===== config.mk =====
export PLATFORM = sky130hd
export DESIGN_NAME = chain_dma
export DESIGN_NICKNAME = d
export VERILOG_FILES = /design/src/rtl/chain_dma_pkg.sv /design/src/rtl/chain_dma_stream_fifo.sv /design/src/rtl/chain_dma_ctrl.sv /design/src/rtl/chain_dma_datapath.sv /design/src/rtl/chain_dma.sv
export SDC_FILE = /design/constraint.sdc
export NUM_CORES = 2
export LEC_CHECK = 0
export BUFFER_PORTS_ARGS = -buffer_cell sky130_fd_sc_hd__buf_2
export CORE_ASPECT_RATIO = 1.1
export CORE_MARGIN = 8
export CORE_UTILIZATION = 60
export DETAILED_ROUTE_END_ITERATION = 6
export MAX_ROUTING_LAYER = met4
export PLACE_DENSITY = 0.77
export SLEW_MARGIN = 20
export SYNTH_ARGS = -nofsm -noshare
export SYNTH_HDL_FRONTEND = slang
export SYNTH_SLANG_ARGS = --single-unit

===== constraint.sdc =====
create_clock -name clk -period 17.16 [get_ports clk]
set_clock_uncertainty 0.15 [all_clocks]
set_input_delay 0.858 -clock clk [delete_from_list [all_inputs] [get_ports clk]]
set_output_delay 0.858 -clock clk [all_outputs]
set_load 0.02 [all_outputs]

===== src/rtl/chain_dma_pkg.sv =====
package chain_dma_pkg;
  localparam int ADDR_W     = 32;
  localparam int DATA_W     = 64;
  localparam int BYTE_SHIFT = $clog2(DATA_W / 8);
  localparam int WORD_W     = ADDR_W - BYTE_SHIFT;

  // Strobes and operands handed from control to datapath
  typedef struct packed {
    logic              start;
    logic [WORD_W-1:0] srcWord;
    logic [WORD_W-1:0] dstWord;
    logic [WORD_W-1:0] beats;
  } dispatchCmd_t;
endpackage


===== src/rtl/chain_dma_stream_fifo.sv =====
module chain_dma_stream_fifo #(
  parameter int WIDTH = 64,
  parameter int DEPTH = 32
) (
  input  logic                         clk,
  input  logic                         rst,
  input  logic                         push,
  input  logic [WIDTH-1:0]             din,
  input  logic                         pop,
  output logic [WIDTH-1:0]             dout,
  output logic                         empty,
  output logic [$clog2(DEPTH+1)-1:0]   count
);
  localparam int PTR_W = $clog2(DEPTH);
  localparam int CNT_W = $clog2(DEPTH + 1);

  logic [WIDTH-1:0] mem [DEPTH];
  logic [PTR_W-1:0] wrPtr, rdPtr;

  assign dout  = mem[rdPtr];
  assign empty = (count == '0);

  always_ff @(posedge clk) begin
    if (push) mem[wrPtr] <= din;
  end

  always_ff @(posedge clk) begin
    if (rst) begin
      wrPtr <= '0;
      rdPtr <= '0;
      count <= '0;
    end else begin
      if (push) wrPtr <= wrPtr + 1'b1;
      if (pop)  rdPtr <= rdPtr + 1'b1;
      count <= count + CNT_W'(push) - CNT_W'(pop);
    end
  end

  // credit admission must keep every return inside the buffer
  a_r6_no_overflow: assert property (@(posedge clk) disable iff (rst)
    push && !pop |-> count < CNT_W'(DEPTH));
endmodule


===== src/rtl/chain_dma_ctrl.sv =====
module chain_dma_ctrl
  import chain_dma_pkg::*;
#(
  parameter int QUEUE_DEPTH = 8
) (
  input  logic                             clk,
  input  logic                             rst,
  input  logic                             descValid,
  output logic                             descReady,
  input  logic [ADDR_W-1:0]                descSrc,
  input  logic [ADDR_W-1:0]                descDst,
  input  logic [ADDR_W-1:0]                descLen,
  input  logic                             lastWrite,
  output dispatchCmd_t                     cmd,
  output logic [$clog2(QUEUE_DEPTH+1)-1:0] queueCount,
  output logic                             busy,
  output logic                             done
);
  localparam int PTR_W = $clog2(QUEUE_DEPTH);
  localparam int CNT_W = $clog2(QUEUE_DEPTH + 1);

  logic [WORD_W-1:0] srcMem  [QUEUE_DEPTH];
  logic [WORD_W-1:0] dstMem  [QUEUE_DEPTH];
  logic [WORD_W-1:0] beatMem [QUEUE_DEPTH];
  logic [PTR_W-1:0]  headPtr, tailPtr;
  logic [CNT_W-1:0]  count;
  logic              active;
  logic              push, start;
  logic [WORD_W-1:0] newBeats;
  logic              unusedLowBits;

  assign unusedLowBits = ^{descSrc[BYTE_SHIFT-1:0], descDst[BYTE_SHIFT-1:0],
                           descLen[BYTE_SHIFT-1:0]};
  assign newBeats  = descLen[ADDR_W-1:BYTE_SHIFT];
  assign descReady = (count != CNT_W'(QUEUE_DEPTH));
  assign push      = descValid && descReady && (newBeats != '0);
  assign start     = (!active || lastWrite) && (count != '0);

  assign cmd.start   = start;
  assign cmd.srcWord = srcMem[headPtr];
  assign cmd.dstWord = dstMem[headPtr];
  assign cmd.beats   = beatMem[headPtr];

  assign queueCount = count;
  assign busy       = active || (count != '0);
  assign done       = lastWrite;

  always_ff @(posedge clk) begin
    if (push) begin
      srcMem[tailPtr]  <= descSrc[ADDR_W-1:BYTE_SHIFT];
      dstMem[tailPtr]  <= descDst[ADDR_W-1:BYTE_SHIFT];
      beatMem[tailPtr] <= newBeats;
    end
  end

  always_ff @(posedge clk) begin
    if (rst) begin
      headPtr <= '0;
      tailPtr <= '0;
      count   <= '0;
      active  <= 1'b0;
    end else begin
      if (push)  tailPtr <= tailPtr + 1'b1;
      if (start) headPtr <= headPtr + 1'b1;
      count <= count + CNT_W'(push) - CNT_W'(start);
      if (start)          active <= 1'b1;
      else if (lastWrite) active <= 1'b0;
    end
  end

  // a completion can only come from a dispatched descriptor
  a_r9_done_in_flight: assert property (@(posedge clk) disable iff (rst)
    lastWrite |-> active);
  // occupancy never exceeds the queue size
  a_r2_count_bounded: assert property (@(posedge clk) disable iff (rst)
    count <= CNT_W'(QUEUE_DEPTH));
  // a completion with work waiting keeps the engine running
  a_r4_chain_no_gap: assert property (@(posedge clk) disable iff (rst)
    lastWrite && count != '0 |=> active);
  // reset leaves nothing queued or running
  a_r11_reset_flush: assert property (@(posedge clk)
    rst |=> (count == '0) && !active);
endmodule


===== src/rtl/chain_dma_datapath.sv =====
module chain_dma_datapath
  import chain_dma_pkg::*;
#(
  parameter int STREAM_DEPTH = 32,
  parameter int MAX_BURST    = 16
) (
  input  logic                           clk,
  input  logic                           rst,
  input  dispatchCmd_t                   cmd,
  output logic                           rdReqValid,
  input  logic                           rdReqReady,
  output logic [ADDR_W-1:0]              rdAddr,
  output logic [$clog2(MAX_BURST+1)-1:0] rdLen,
  input  logic                           rdDataValid,
  input  logic [DATA_W-1:0]              rdData,
  output logic                           wrValid,
  input  logic                           wrReady,
  output logic [ADDR_W-1:0]              wrAddr,
  output logic [DATA_W-1:0]              wrData,
  output logic                           lastWrite
);
  localparam int CNT_W = $clog2(STREAM_DEPTH + 1);
  localparam int LEN_W = $clog2(MAX_BURST + 1);
  localparam int SUM_W = CNT_W + 2;

  logic [WORD_W-1:0] rdWord, rdRemain, wrWord, wrRemain;
  logic [CNT_W-1:0]  inflight, fifoCount;
  logic [LEN_W-1:0]  burstBeats;
  logic [SUM_W-1:0]  committed;
  logic              reqFire, wrFire, fifoEmpty;

  assign burstBeats = (rdRemain > WORD_W'(MAX_BURST)) ? LEN_W'(MAX_BURST)
                                                      : rdRemain[LEN_W-1:0];
  assign committed  = SUM_W'(fifoCount) + SUM_W'(inflight) + SUM_W'(burstBeats);
  assign rdReqValid = (rdRemain != '0) && (committed <= SUM_W'(STREAM_DEPTH));
  assign reqFire    = rdReqValid && rdReqReady;
  assign rdAddr     = {rdWord, {BYTE_SHIFT{1'b0}}};
  assign rdLen      = burstBeats;

  assign wrValid    = !fifoEmpty && (wrRemain != '0);
  assign wrFire     = wrValid && wrReady;
  assign wrAddr     = {wrWord, {BYTE_SHIFT{1'b0}}};
  assign lastWrite  = wrFire && (wrRemain == WORD_W'(1));

  chain_dma_stream_fifo #(.WIDTH(DATA_W), .DEPTH(STREAM_DEPTH)) i_stream (
    .clk(clk), .rst(rst), .push(rdDataValid), .din(rdData), .pop(wrFire),
    .dout(wrData), .empty(fifoEmpty), .count(fifoCount));

  always_ff @(posedge clk) begin
    if (rst) begin
      rdWord   <= '0;
      rdRemain <= '0;
      wrWord   <= '0;
      wrRemain <= '0;
      inflight <= '0;
    end else begin
      if (cmd.start) begin
        rdWord   <= cmd.srcWord;
        rdRemain <= cmd.beats;
        wrWord   <= cmd.dstWord;
        wrRemain <= cmd.beats;
      end else begin
        if (reqFire) begin
          rdWord   <= rdWord + WORD_W'(burstBeats);
          rdRemain <= rdRemain - WORD_W'(burstBeats);
        end
        if (wrFire) begin
          wrWord   <= wrWord + 1'b1;
          wrRemain <= wrRemain - 1'b1;
        end
      end
      inflight <= inflight + (reqFire ? CNT_W'(burstBeats) : '0) - CNT_W'(rdDataValid);
    end
  end

  // a pending request keeps its address and length
  a_r5_req_held: assert property (@(posedge clk) disable iff (rst)
    rdReqValid && !rdReqReady |=> rdReqValid && $stable(rdAddr) && $stable(rdLen));
  // burst length is within one to the burst limit
  a_r5_len_range: assert property (@(posedge clk) disable iff (rst)
    rdReqValid |-> (rdLen != '0) && (rdLen <= LEN_W'(MAX_BURST)));
  // a new descriptor starts on a drained stream
  a_r4_start_drained: assert property (@(posedge clk) disable iff (rst)
    cmd.start |-> (inflight == '0) && (rdRemain == '0));
endmodule


===== src/rtl/chain_dma.sv =====
module chain_dma
  import chain_dma_pkg::*;
#(
  parameter int QUEUE_DEPTH  = 8,
  parameter int STREAM_DEPTH = 32,
  parameter int MAX_BURST    = 16
) (
  input  logic                             clk,
  input  logic                             rst,
  input  logic                             descValid,
  output logic                             descReady,
  input  logic [31:0]                      descSrc,
  input  logic [31:0]                      descDst,
  input  logic [31:0]                      descLen,
  output logic [$clog2(QUEUE_DEPTH+1)-1:0] queueCount,
  output logic                             busy,
  output logic                             done,
  output logic                             rdReqValid,
  input  logic                             rdReqReady,
  output logic [31:0]                      rdAddr,
  output logic [$clog2(MAX_BURST+1)-1:0]   rdLen,
  input  logic                             rdDataValid,
  input  logic [63:0]                      rdData,
  output logic                             wrValid,
  input  logic                             wrReady,
  output logic [31:0]                      wrAddr,
  output logic [63:0]                      wrData
);
  dispatchCmd_t cmd;
  logic         lastWrite;

  chain_dma_ctrl #(.QUEUE_DEPTH(QUEUE_DEPTH)) i_ctrl (
    .clk(clk), .rst(rst), .descValid(descValid), .descReady(descReady),
    .descSrc(descSrc), .descDst(descDst), .descLen(descLen),
    .lastWrite(lastWrite), .cmd(cmd), .queueCount(queueCount),
    .busy(busy), .done(done));

  chain_dma_datapath #(.STREAM_DEPTH(STREAM_DEPTH), .MAX_BURST(MAX_BURST)) i_datapath (
    .clk(clk), .rst(rst), .cmd(cmd),
    .rdReqValid(rdReqValid), .rdReqReady(rdReqReady), .rdAddr(rdAddr), .rdLen(rdLen),
    .rdDataValid(rdDataValid), .rdData(rdData),
    .wrValid(wrValid), .wrReady(wrReady), .wrAddr(wrAddr), .wrData(wrData),
    .lastWrite(lastWrite));
endmodule


==> run summary <==
The run finished with clean final reports. The post-detailed-route DRC marker count is 0. The maximum number of buffers from clock root to sink is 4. The leakage power figure came out at 39.2 nW. The category of the worst setup path capture point is a primary output.

The first-pass GRT wire length is 404000 um. TritonCTS built the clock tree. The number of global-route vias before repair is 57500.

Across every metal layer, demand over resource in global routing totals 0.285. Max-cap violations in this run came to 0. The routed design has 283000 um of wire. The tree is rooted in a clkbuf_16. The width of the die is 429 um. Yosys attributes the largest share of cell area to edfxtp_1, mux4_2, dfxtp_1, mux2_2, ha_1. In this run, synthesis inferred 2744 flip-flops with an integrated enable.

The average instance in the mapped netlist occupies 22.3 um^2. The via count came out at 55500. The share of the synthesized area in the top cell type is 0.733. Routability-driven placement finished with a final weighted congestion of 0.835. The worst hold margin is 0.0599 ns.

The count of pins on the block boundary came out at 308. Among all cell types in the netlist, the one instantiated most often is edfxtp_1. The count of nets left with antenna violations once routing finished came out at 0. The routed wire length per instance is 34.6 um. The row count is 166.

Entering global routing, the biggest net connects 114 pins. The total negative setup slack is 0 ns. The synthesized design spends more area on one cell type than any other, namely edfxtp_1.

The path category of the worst min-delay check is in -> reg. Summed over all nets, the half-perimeter wirelength after detailed placement is 141000 um. The cell count after synthesis is 5049. The first-iteration detailed-routing DRC count is 6945. The part of the cycle the worst path needs came out at 0.422. The final-report hold violation count came out at 0. The count of final max-slew check failures is 0. The port buffer count is 292. The total congestion overflow came out at 0. Among all flip-flop cells after synthesis, the most frequent one is edfxtp_1. Clock tree synthesis inserted a total of 292 buffers. The power per cell area is 143 nW/um^2. The cell area that synthesis handed to floorplanning was 112000 um^2. Counting instances in the post-synthesis netlist gives the leading cell types as edfxtp_1, mux4_2, clkbuf_1. Derived from the worst setup path, the maximum achievable clock frequency is 138 MHz.

The measured slew at the worst slew-check pin came out at 1.16 ns. The number of synthesis warnings is 0. The smallest clock period supported by the final layout is computed as 7.24 ns. The arrival time at the worst endpoint is 6.23 ns. The flip-flop and latch count after synthesis is 2901. After detailed placement, the total cell area comes to 117000 um^2. The number of antenna violations at the first check in global routing is 71. The highest fanout seen on the critical path is 11. The data required time at the worst endpoint is 16.15 ns. The worst-case vdd ir drop is 0.123 mV. The final core area utilization came out at 0.679. The detailed-route vias per instance is 6.78. Setup repair after global routing left no endpoint under its margin. The clock-pin slew on the worst setup and hold paths came out at 0.07 ns. The async set-or-reset flop fraction in the synthesized netlist is 0. The total number of clock tree sinks is 2901. For this run, the detailed router's first-pass iteration total came to 5.

The total core area came out at 186000 um^2. The clock network latency to the later pin of the worst-skew pair came out at 0.92 ns. The finished cells cover 126000 um^2. The number of post-CTS setup repair buffers came out at 0. The share of final-layout standard cells stronger than drive strength 1 came out at 0.307. The die outline height came out at 470 um. In this run the number of H-tree levels came out at 5. The die area is 202000 um^2.

The share of the Yosys chip area taken by registers is 0.761. The final number of setup-violating endpoints came out at 0. STA classifies the critical path startpoint as a flip-flop. By startpoint and endpoint, the worst setup path is classified as reg -> out. The number of nets in the final layout is 5714. From synthesis to final layout, the design area changed by 12.3%.

Synthesis instantiated 71 different standard cells from the library. The initial utilization of the core area, before any placement, comes to 0.604. The worst pin sits at a relative slew slack of 0.219.
[layer usage]
metal	share of wire	up-vias	wire, um	GRT usage
met4	0.039	0	11100	0.106
met3	0.11	616	29900	0.0687
li1	-	22200	-	-
met1	0.34	29200	95700	0.339
met5	0	-	0	-
met2	0.52	3493	146000	0.478
[cells by family after synthesis]
logic type	Yosys count	synth area share
flops	2901	0.761
mux	933	0.174
simple gates	456	0.0213
buf+inv	323	0.0112
compound gates	271	0.0173
xor+xnor	105	0.00818
fa+ha+maj	58	0.00685
other cells	2	0.0000668
[registers in the layout, indices dropped and copies added, names as in the netlist, 29 cells and up, named ones only]
signal                   cells
i_ctrl.beatMem             232
i_ctrl.dstMem              232
i_ctrl.srcMem              232
i_datapath.i_stream.mem   2048
i_datapath.rdRemain         29
i_datapath.rdWord           29
i_datapath.wrRemain         29
i_datapath.wrWord           29
[what timing repair did]
| action | 4_1_cts | 5_1_grt |
|---|---|---|
| hold endpoints to repair | 1 | 0 |
| hold buffers | 1 | 0 |
| endpoints found under the setup margin | 0 | 0 |
| resized for setup | 0 | 0 |
[area by class of cell]
type	instances	area, um^2
Tap cell	2436	3050
Clock buffer	360	7810
Timing Repair Buffer	406	2370
Multi-Input combinational cell	1830	26000
Fill cell	11000	59800
Antenna cell	70	175
Inverter	59	221
Clock inverter	128	1150
Sequential cell	2901	85600
[placed cells by master (no fill, tap or decap), types with 47 or more instances in the layout]
master        n
a211oi_1     81
a21oi_1      49
buf_2       291
buf_4       109
clkbuf_1     53
clkbuf_16   301
clkinv_1     47
dfxtp_1     149
diode_2      70
edfxtp_1   2744
ha_1         52
inv_1        57
mux2_2       67
mux2i_1      52
mux4_2      814
nand2_1      86
nor2_1       86
xnor2_1      68
[through the flow]
stage | power, mW | cells | worst slack, ns
after floorplan | 11.0 | 5054 | 8.54
after global placement | 12.0 | 7630 | 10.34
after detailed placement | 12.1 | 7630 | 10.25
after CTS | 18.2 | 8119 | 9.94
after global routing | 18.7 | 8179 | 9.61
final | 18.1 | 8190 | 9.92
[worst max-delay path, cell delays in order (launching register included)]
cell      delay [ns]
dfxtp_1         0.37
or4_4           0.59
or3_1           0.55
nor3_1          0.49
and3_1          0.45
nand2_1         0.21
inv_1           0.18
ha_1            0.25
a21o_1          0.17
a21o_1          0.19
or3_1           0.35
a2111o_1        0.43
and2_0          0.27
nor3_1          0.55
buf_2           0.28
[final timing paths]
| check | slack [ns] | to | from | depth (start not counted) |
|---|---|---|---|---|
| setup / recovery | 9.92 | rdReqValid | i_datapath.rdRemain[9] | 14 |
| hold / removal | 0.06 | i_ctrl.dstMem[2][24] | descDst[27] | 1 |
| setup reg to reg | 10.17 | i_datapath.inflight[5] | i_datapath.rdRemain[9] | 25 |
| hold reg to reg | 0.33 | flip-flop | i_ctrl.headPtr[1] | 2 |
[where the power goes]
part | total, mW | switching (mW) | internal (mW) | leakage (nW)
Combinational | 3.71 | 2.02 | 1.70 | 8.71
Clock | 6.12 | 2.60 | 3.52 | 4.39
Sequential | 8.27 | 0.256 | 8.01 | 26.1
Total | 18.1 | 4.87 | 13.2 | 39.2
No activity file was read; power rests on OpenSTA's default activity.
